[src/rtl/capture_pkg.sv]
package capture_pkg;
  localparam int NUM_PH = 3;

  typedef struct packed {
    logic              clear;
    logic [NUM_PH-1:0] sampleEn;
    logic              decide;
  } capStrobes_t;
endpackage

[src/rtl/phase_pick.sv]
module phase_pick (
  input  logic [2:0] validMask,
  output logic [1:0] pickIdx,
  output logic       anyValid
);
  // Middle of the good phases; with two good phases, the later one in circular order.
  always_comb begin
    anyValid = 1'b1;
    pickIdx  = 2'd0;
    case (validMask)
      3'b111: pickIdx = 2'd1;
      3'b011: pickIdx = 2'd1;
      3'b110: pickIdx = 2'd2;
      3'b101: pickIdx = 2'd0;
      3'b001: pickIdx = 2'd0;
      3'b010: pickIdx = 2'd1;
      3'b100: pickIdx = 2'd2;
      default: begin
        anyValid = 1'b0;
        pickIdx  = 2'd0;
      end
    endcase
  end
endmodule

[src/rtl/capture_ctl.sv]
module capture_ctl
  import capture_pkg::*;
#(
  parameter int FRAME_LEN = 19
) (
  input  logic        clk,
  input  logic        rstN,
  input  logic        startIn,
  output capStrobes_t strobes
);
  localparam int SLOT_W = $clog2(FRAME_LEN);
  localparam logic [SLOT_W-1:0] LAST_SLOT = SLOT_W'(FRAME_LEN - 1);
  localparam logic [1:0] LAST_PH = 2'(NUM_PH - 1);

  logic              busy;
  logic [1:0]        phaseCnt;
  logic [SLOT_W-1:0] slotCnt;
  logic              doneQ;
  logic              lastSample;

  assign lastSample = busy && (phaseCnt == LAST_PH) && (slotCnt == LAST_SLOT);

  always_ff @(posedge clk or negedge rstN) begin
    if (!rstN) begin
      busy     <= 1'b0;
      phaseCnt <= 2'd0;
      slotCnt  <= '0;
      doneQ    <= 1'b0;
    end else begin
      doneQ <= lastSample;
      if (!busy) begin
        if (startIn) begin
          busy     <= 1'b1;
          phaseCnt <= 2'd0;
          slotCnt  <= '0;
        end
      end else if (phaseCnt == LAST_PH) begin
        phaseCnt <= 2'd0;
        slotCnt  <= slotCnt + 1'b1;
        if (lastSample) busy <= 1'b0;
      end else begin
        phaseCnt <= phaseCnt + 2'd1;
      end
    end
  end

  always_comb begin
    strobes.clear  = !busy && startIn;
    strobes.decide = doneQ;
  end

  for (genvar p = 0; p < NUM_PH; p++) begin : g_en
    assign strobes.sampleEn[p] = busy && (phaseCnt == 2'(p));
  end

  // a start seen mid-frame does not restart the phase count
  a_r8_start_ignored: assert property (@(posedge clk) disable iff (!rstN)
    (busy && startIn && phaseCnt != LAST_PH) |=> (busy && phaseCnt == $past(phaseCnt) + 2'd1));
  // the decision strobe lasts a single cycle
  a_r7_single_decide: assert property (@(posedge clk) disable iff (!rstN)
    doneQ |=> !doneQ);
  // the slot count never passes the frame length
  a_r2_slot_bound: assert property (@(posedge clk) disable iff (!rstN)
    busy |-> (slotCnt <= LAST_SLOT));
  // no more than one phase samples in any cycle
  a_r2_one_phase: assert property (@(posedge clk) disable iff (!rstN)
    $onehot0(strobes.sampleEn));
endmodule

[src/rtl/capture_dp.sv]
module capture_dp
  import capture_pkg::*;
#(
  parameter int DATA_W = 16,
  parameter int HDR_W  = 3,
  parameter logic [HDR_W-1:0] HDR_PAT = 3'b010
) (
  input  logic              clk,
  input  logic              rstN,
  input  logic              dataIn,
  input  capStrobes_t       strobes,
  output logic [DATA_W-1:0] wordOut,
  output logic              wordValid,
  output logic              frameErr,
  output logic [1:0]        phaseSel
);
  localparam int FRAME_LEN = HDR_W + DATA_W;

  logic [FRAME_LEN-1:0] frames [NUM_PH];
  logic [NUM_PH-1:0]    hdrOk;
  logic [1:0]           pickIdx;
  logic                 anyValid;
  logic [DATA_W-1:0]    chosenWord;

  for (genvar p = 0; p < NUM_PH; p++) begin : g_phase
    logic [FRAME_LEN-1:0] sr;
    always_ff @(posedge clk or negedge rstN) begin
      if (!rstN)                   sr <= '0;
      else if (strobes.clear)      sr <= '0;
      else if (strobes.sampleEn[p]) sr <= {sr[FRAME_LEN-2:0], dataIn};
    end
    assign frames[p] = sr;
    assign hdrOk[p]  = (sr[FRAME_LEN-1 -: HDR_W] == HDR_PAT);
  end

  phase_pick u_pick (
    .validMask(hdrOk),
    .pickIdx  (pickIdx),
    .anyValid (anyValid)
  );

  always_comb begin
    case (pickIdx)
      2'd1:    chosenWord = frames[1][DATA_W-1:0];
      2'd2:    chosenWord = frames[2][DATA_W-1:0];
      default: chosenWord = frames[0][DATA_W-1:0];
    endcase
  end

  always_ff @(posedge clk or negedge rstN) begin
    if (!rstN) begin
      wordOut   <= '0;
      wordValid <= 1'b0;
      frameErr  <= 1'b0;
      phaseSel  <= 2'd0;
    end else begin
      wordValid <= 1'b0;
      frameErr  <= 1'b0;
      if (strobes.decide) begin
        if (anyValid) begin
          wordValid <= 1'b1;
          wordOut   <= chosenWord;
          phaseSel  <= pickIdx;
        end else begin
          frameErr <= 1'b1;
        end
      end
    end
  end

  // each strobe lasts exactly one cycle
  a_r7_valid_pulse: assert property (@(posedge clk) disable iff (!rstN)
    wordValid |=> !wordValid);
  a_r7_err_pulse: assert property (@(posedge clk) disable iff (!rstN)
    frameErr |=> !frameErr);
  // a word and an error never appear together
  a_r6_exclusive: assert property (@(posedge clk) disable iff (!rstN)
    !(wordValid && frameErr));
  // the chosen phase always carries a good marker
  a_r5_pick_good: assert property (@(posedge clk) disable iff (!rstN)
    anyValid |-> hdrOk[pickIdx]);
  // outputs hold between words
  a_r9_hold: assert property (@(posedge clk) disable iff (!rstN)
    !wordValid |-> ($stable(wordOut) && $stable(phaseSel)));
endmodule

[src/rtl/capture_rx.sv]
module capture_rx
  import capture_pkg::*;
#(
  parameter int DATA_W = 16,
  parameter int HDR_W  = 3,
  parameter logic [HDR_W-1:0] HDR_PAT = 3'b010
) (
  input  logic              clk,
  input  logic              rstN,
  input  logic              startIn,
  input  logic              dataIn,
  output logic [DATA_W-1:0] wordOut,
  output logic              wordValid,
  output logic              frameErr,
  output logic [1:0]        phaseSel
);
  localparam int FRAME_LEN = HDR_W + DATA_W;

  capStrobes_t strobes;

  capture_ctl #(.FRAME_LEN(FRAME_LEN)) u_ctl (
    .clk    (clk),
    .rstN   (rstN),
    .startIn(startIn),
    .strobes(strobes)
  );

  capture_dp #(.DATA_W(DATA_W), .HDR_W(HDR_W), .HDR_PAT(HDR_PAT)) u_dp (
    .clk      (clk),
    .rstN     (rstN),
    .dataIn   (dataIn),
    .strobes  (strobes),
    .wordOut  (wordOut),
    .wordValid(wordValid),
    .frameErr (frameErr),
    .phaseSel (phaseSel)
  );
endmodule

[config.mk]
export PLATFORM = sky130hd
export DESIGN_NAME = capture_rx
export DESIGN_NICKNAME = d
export VERILOG_FILES = /design/src/rtl/capture_pkg.sv /design/src/rtl/phase_pick.sv /design/src/rtl/capture_ctl.sv /design/src/rtl/capture_dp.sv /design/src/rtl/capture_rx.sv
export SDC_FILE = /design/constraint.sdc
export NUM_CORES = 1
export LEC_CHECK = 0
export BUFFER_PORTS_ARGS = -buffer_cell sky130_fd_sc_hd__buf_2
export CAP_MARGIN = 20
export CELL_PAD_IN_SITES_DETAIL_PLACEMENT = 1
export CELL_PAD_IN_SITES_GLOBAL_PLACEMENT = 1
export CORE_AREA = 2 2 96 98
export CTS_CLUSTER_DIAMETER = 30
export DETAILED_ROUTE_END_ITERATION = 10
export DIE_AREA = 0 0 98 100
export GPL_TIMING_DRIVEN = 0
export HOLD_SLACK_MARGIN = 0.03
export PLACE_DENSITY = 0.82
export SETUP_SLACK_MARGIN = 0.1
export SYNTH_ARGS = -nofsm -noshare
export SYNTH_HDL_FRONTEND = slang
export SYNTH_SLANG_ARGS = --single-unit
[constraint.sdc]
create_clock -name clk -period 5.6 [get_ports clk]
set_input_delay 0.28 -clock clk [delete_from_list [all_inputs] [get_ports clk]]
set_output_delay 0.28 -clock clk [all_outputs]
set_load 0.05 [all_outputs]
# Word level (Yosys, flattened, before mapping)
# Index checks and enable logic that the tools add are counted.
[totals]
reg_bits = 86
in_bits = 4
output_inout_bits = 20
wordCells = 68
[op_classes]
add_sub_neg = 2
n_eq_ne = 16
mux = 23
reduce_logical = 16
[ops]
columns = ["cell", "n"]
rows = [
  ["two-way mux 19 bit", 6],
  ["case mux 16 bit (2 select lines)", 1],
  ["== test 3 x 2 -> 1 bit, second input constant", 5],
  ["two-way mux 5 bit", 3],
  ["== test 3 bit, second input constant", 4],
  ["two-way mux 1 bit", 9],
  ["nonzero test 2 bit", 4],
  ["OR reduction 7 bit", 1],
  ["two-way mux 2 bit", 3],
  ["adder 5 x 1 -> 5 bit, second input constant", 1],
  ["== test 5 bit, second input constant", 1],
  ["logical AND 1 bit", 5],
  ["== test 2 x 1 -> 1 bit, second input constant", 2],
  ["== test 2 bit, second input constant", 2],
  ["case mux 2 bit (2 select lines)", 1],
  ["AND reduction 2 bit", 2],
  ["== test 3 x 1 -> 1 bit, second input constant", 1],
  ["OR reduction 3 bit", 1],
  ["adder 2 x 1 -> 2 bit, second input constant", 1],
  ["logical NOT 2 bit", 1],
  ["inequality test 2 bit, second input constant", 1],
  ["OR reduction 2 bit", 1],
  ["logical NOT 1 bit", 1],
]

# Depth between registers and ports, before layout
[logic_depth]
depth_word = 6
ltp_mapped = 9
depth_no_buf = 7

# Cells and area by module
# From an unflattened synthesis, not the netlist that was laid out.
[hier_totals]
hier_cells = 332
hier_area_um2 = 3937.5
[modules_own_cells]
columns = ["mod", "n_inst", "cells_per_inst", "area_each_um2"]
rows = [
  ["capture_dp", 1, 289, 3483.3],
  ["capture_ctl", 1, 40, 430.4],
  ["phase_pick", 1, 3, 23.8],
]

# Worst setup path after synthesis
# No wires, ideal clock.
[synth_timing]
path_type = "register to register"
from = "register u_dp.g_phase[2].sr[16]"
to = "register u_dp.wordOut[10]"
arrival_time_ns = 2.077
required_time_ns = 5.475
setup_slack_ns = 3.397
stages_incl_launch_ff = 10
path_cell_list = "dfrtp_1 > nor3b_2 > nand2b_1 > and2_1 > ha_1 > clkbuf_1 > clkbuf_1 > a22oi_1 > o21ai_0 > mux2_4"
[synth_between]
elab_chain_len = 6
elab_cells_between_ends = 17
classes_between = "eq/ne (10); mux (3); reduce/logical (4)"
[synth_lines]
columns = ["item", "line_no", "rtl"]
rows = [
  ["start, declared", "capture_dp.sv:26", "logic [FRAME_LEN-1:0] sr;"],
  ["start signal, assigned", "capture_dp.sv:30", "else if (strobes.sampleEn[p]) sr <= {sr[FRAME_LEN-2:0], dataIn};"],
  ["== test 3 x 2 -> 1 bit *", "capture_dp.sv:33", "assign hdrOk[p] = (sr[FRAME_LEN-1 -: HDR_W] == HDR_PAT);"],
  ["== test 3 x 2 -> 1 bit / == test 3 bit (equally long branches)", "phase_pick.sv:10", "case (validMask)"],
  ["OR reduction 3 bit (no line) / OR reduction 2 bit (equally long branches)", "n/a", ""],
  ["case mux 2 bit (2 select lines)", "phase_pick.sv:10", ""],
  ["== test 2 bit / == test 2 x 1 -> 1 bit (equally long branches)", "capture_dp.sv:43", "case (pickIdx)"],
  ["case mux 16 bit (2 select lines)", "capture_dp.sv:43", ""],
  ["end signal, assigned", "capture_dp.sv:62", "wordOut <= chosenWord;"],
  ["end, declared", "capture_dp.sv:12", "output logic [DATA_W-1:0] wordOut,"],
]
# Mark *: on every way between the ends. The rest lies on a longest branch, timed or not.
# A chain may end at the register's enable or synchronous reset.

# Worst setup path in the final report
[layout_timing]
from = "register u_dp.g_phase[2].sr[16]"
to = "register u_dp.wordOut[11]"
# The elaborated chain is that of the path after synthesis.

==> impl_metrics.toml <==
[global_route]
pin_count_of_the_biggest_net_entering_global_routing = 62
initial_antenna_violation_count = 0
first_global_vias = 3157
global_route_wire_length_before_repair_um = 15900
grt.overflow.total = 0
global_route.usage.total_pct = 20.7

[run_status]
outcome = "completed"

[place]
io_buffer_count = 23
gp_congestion = 0.779
dpl.hpwl_um = 6820

[route]
drt.antenna.violating_nets = 0
dr.pass1.iters = 4
drt-initial-drc-count = 154
vias_per_cell = 5.46
route.final.wire_length_um = 9580
via_count = 3009
route.detailed.wl_per_inst_um = 17.4
route.detailed.drc = 0

[die]
die-width_um = 98
core_um2 = 8890
floorplan.die_area_um2 = 9800
design.portCount = 24
die_y_um = 100
floorplan.initialDensity_pct = 43.2
core.rowCount = 35

[hold_path]
timing.hold.worst.class = "input port to register"
hold_path.startpoint = "dataIn"
timing.hold.worst_path_depth = 3

[worst_setup_path]
crit_path_cell_trace = "nor3b_2 -> nand2b_1 -> nand2_1 -> ha_1 -> clkbuf_1 -> clkbuf_1 -> a22oi_1 -> o21ai_0 -> mux2_4"
crit_start = "u_dp.g_phase[2].sr[16]"
critical_path_required_ns = 5.91
crit_path_max_fanout = 10
critical_path.startpoint_type = "register"
worst_path_largest_cell_delay_ns = 0.44
crit_path_frequent_cell = "sky130_fd_sc_hd__clkbuf_1"
worstRegToRegCells = 9
critical_path.reg2reg.startpoint = "u_dp.g_phase[2].sr[16]"
end_kind = "register"
cp_slowest_cell = "sky130_fd_sc_hd__nor3b_2"
timing.critical_path.arrival_ns = 3.08
critical_path_class = "register to register"

[synth]
post_synthesis_sequential_area_ratio_pct = 56.0
ys_seq_elements = 86
synth_async_sr_flop_share_pct = 100
syn_area_um2 = 3840
number_of_synthesized_flops_with_an_enable_pin = 0
synth_fp_nets = 408
synth.avg_cell_area_um2 = 9.63
synth_cell_types = 33
synthesis.yosys.warnings = 0
syn_inst = 399
yosys_most_used_dff = "sky130_fd_sc_hd__dfrtp_1"

[clocking]
clockBufferDepth = 2
clk_pin_slew_worst_paths_ns = 0.09
number_of_clock_sinks = 86
worst_skew_pair.late_latency_ns = 0.36
post-cts-setup-buffer-count = 0
ctsRootBufferMaster = "sky130_fd_sc_hd__clkbuf_8"
cts_repair_resize_count = 0
cts_buffers = 9
ctsHtreeMaxLevel = 3
cts_tree = "built"

[timing]
fin_tns_setup_ns = 0
report.final.slew_viol_count = 0
rsz0062_at_grt = "false"
period_minus_slack_ns = 2.77
maxClockFrequency_mhz = 360
worstMarginPinSlew_ns = 0.774
final.period_utilization_pct = 49.5
maxSlewHeadroom_pct = 48.2
number_of_hold_violations_in_the_final_report = 0
setup_viol = 0
final.setup_skew_ns = 0.0147

[pwr]
irDropWorstVdd_mv = 0.157
power_leakage_nw = 2.22
p_per_area_nw_per_um2 = 521

[finish]
diodes = 0
area.growth.synth_to_final_pct = 13.3
finish.net_count = 444
finish.utilization_pct = 49.0
share_of_post_route_cells_with_drive_strength_above_1_pct = 15.7

[flow_run]
max-cap-violations = 0
sequential cells by signal, indices dropped and copies added, names as in the netlist:
signal / count
u_dp.wordOut: 16
u_dp.wordValid: 1
u_dp.phaseSel: 2
u_ctl.doneQ: 1
u_ctl.phaseCnt: 2
u_dp.g_phase.sr: 57
u_ctl.slotCnt: 5
u_ctl.busy: 1
u_dp.frameErr: 1
path summary, 6_finish.rpt:
kind | end | slack [ns]
hold reg to reg | u_dp.phaseSel[1] | 0.49
setup reg to reg | u_dp.wordOut[11] | 2.83
hold / removal | u_dp.g_phase[1].sr[0] | 0.17
setup / recovery | u_dp.wordOut[11] | 2.83
max in group asynchronous | u_dp.g_phase[2].sr[17] | 4.61
min in group asynchronous | u_dp.wordValid | 0.36
report_power, final:
group	internal, mW	leakage [nW]	switching (mW)	total [mW]
clock network	0.252	0.0998	0.224	0.476
logic	0.247	0.970	0.539	0.786
registers	0.825	1.15	0.179	1.00
synthesized netlist by cell type (2+ instances only):
library cell | n | share of area (%)
sky130_fd_sc_hd__o21ai_1 | 3 | 0.39
sky130_fd_sc_hd__dfrtp_1 | 86 | 56
sky130_fd_sc_hd__inv_1 | 3 | 0.29
sky130_fd_sc_hd__buf_1 | 3 | 0.29
sky130_fd_sc_hd__mux2_4 | 7 | 2.7
sky130_fd_sc_hd__nand3b_1 | 2 | 0.39
sky130_fd_sc_hd__o21ai_0 | 19 | 2.5
sky130_fd_sc_hd__and3b_1 | 2 | 0.46
sky130_fd_sc_hd__nor2_1 | 3 | 0.29
sky130_fd_sc_hd__a21oi_1 | 9 | 1.2
sky130_fd_sc_hd__ha_1 | 5 | 1.6
sky130_fd_sc_hd__nand3_1 | 53 | 6.9
sky130_fd_sc_hd__buf_2 | 6 | 0.78
sky130_fd_sc_hd__nand2_1 | 133 | 13
sky130_fd_sc_hd__clkbuf_1 | 18 | 1.8
sky130_fd_sc_hd__nand2b_1 | 4 | 0.65
sky130_fd_sc_hd__mux2_2 | 9 | 2.6
sky130_fd_sc_hd__nor3b_2 | 3 | 0.98
sky130_fd_sc_hd__a22oi_1 | 16 | 3.1
sky130_fd_sc_hd__xor2_1 | 2 | 0.46
worst max-delay path, delay by kind of cell, from the launching register on:
kind / cells / cell delay (ns)
and+or+nand+nor: 3 / 0.84
muxes: 1 / 0.19
buffers and inverters: 2 / 0.68
AOI/OAI and AO/OA: 2 / 0.40
DFF: 1 / 0.41
adders and majority gates: 1 / 0.19
layout by cell type (no fill, tap or decap), types with 2 or more instances in the layout:
master / Yosys / final
sky130_fd_sc_hd__mux2_4: 7 / 7
sky130_fd_sc_hd__xor2_1: 2 / 2
sky130_fd_sc_hd__mux2_2: 9 / 9
sky130_fd_sc_hd__nand2b_1: 4 / 4
sky130_fd_sc_hd__buf_1: 3 / 3
sky130_fd_sc_hd__ha_1: 5 / 5
sky130_fd_sc_hd__a22oi_1: 16 / 16
sky130_fd_sc_hd__clkinvlp_4: 0 / 2
sky130_fd_sc_hd__dfrtp_1: 86 / 86
sky130_fd_sc_hd__nor3b_2: 3 / 3
sky130_fd_sc_hd__bufinv_16: 0 / 2
sky130_fd_sc_hd__buf_2: 6 / 28
sky130_fd_sc_hd__clkbuf_1: 18 / 20
sky130_fd_sc_hd__o21ai_1: 3 / 3
sky130_fd_sc_hd__nor2_1: 3 / 3
sky130_fd_sc_hd__o21ai_0: 19 / 19
sky130_fd_sc_hd__nand3_1: 53 / 53
sky130_fd_sc_hd__a21oi_1: 9 / 9
sky130_fd_sc_hd__clkbuf_8: 0 / 9
sky130_fd_sc_hd__nand3b_1: 2 / 2
sky130_fd_sc_hd__nand2_1: 133 / 133
sky130_fd_sc_hd__inv_1: 3 / 3
sky130_fd_sc_hd__and3b_1: 2 / 2
repair_timing:
action	CTS	global route
setup endpoints to repair	0	0
hold buffers	1	0
hold endpoints to repair	25	0
layer usage:
metal	GRT usage, %	vias to the layer above	wire, um
met1	25.8	1534	4140
met4	7.69	0	183
met5	0	-	0
met2	35.7	49	4940
met3	4.18	14	317
li1	-	1412	-
stage by stage:
stage / total power, mW / instance area, um^2 / instances / hold slack (ns) / worst slack, ns
finish: 2.27 / 4350 / 551 / 0.166 / 2.83
global route: 2.43 / 4350 / 551 / 0.168 / 2.56
CTS: 2.28 / 4350 / 551 / 0.162 / 2.81
detailed placement: 1.79 / 4130 / 534 / 0.212 / 2.84
global placement: 1.73 / 4100 / 533 / 0.466 / 2.92
floorplan: 1.52 / 3840 / 399 / -0.0156 / 3.40
cells by family (layout without fill, tap and decap cells):
kind of cell	count (synthesis)	count (layout)	synth area share (%)
mux	16	16	5.37
xor+xnor	2	2	0.456
fa+ha+maj	5	5	1.63
simple gates	209	209	24.8
buf+inv	31	72	3.52
flops	86	86	56.0
compound gates	50	50	8.21
layout make-up:
cell class	count	area, um^2
multi-input cells	282	1560
fillers	1034	4540
flip-flops and latches	86	2150
clock buffers	11	131
well taps	111	139
clock inverters	5	83.8
repair buffers	25	155
inverters	3	11.3
plain buffers	28	124
Power figures use the tool's default switching activity.
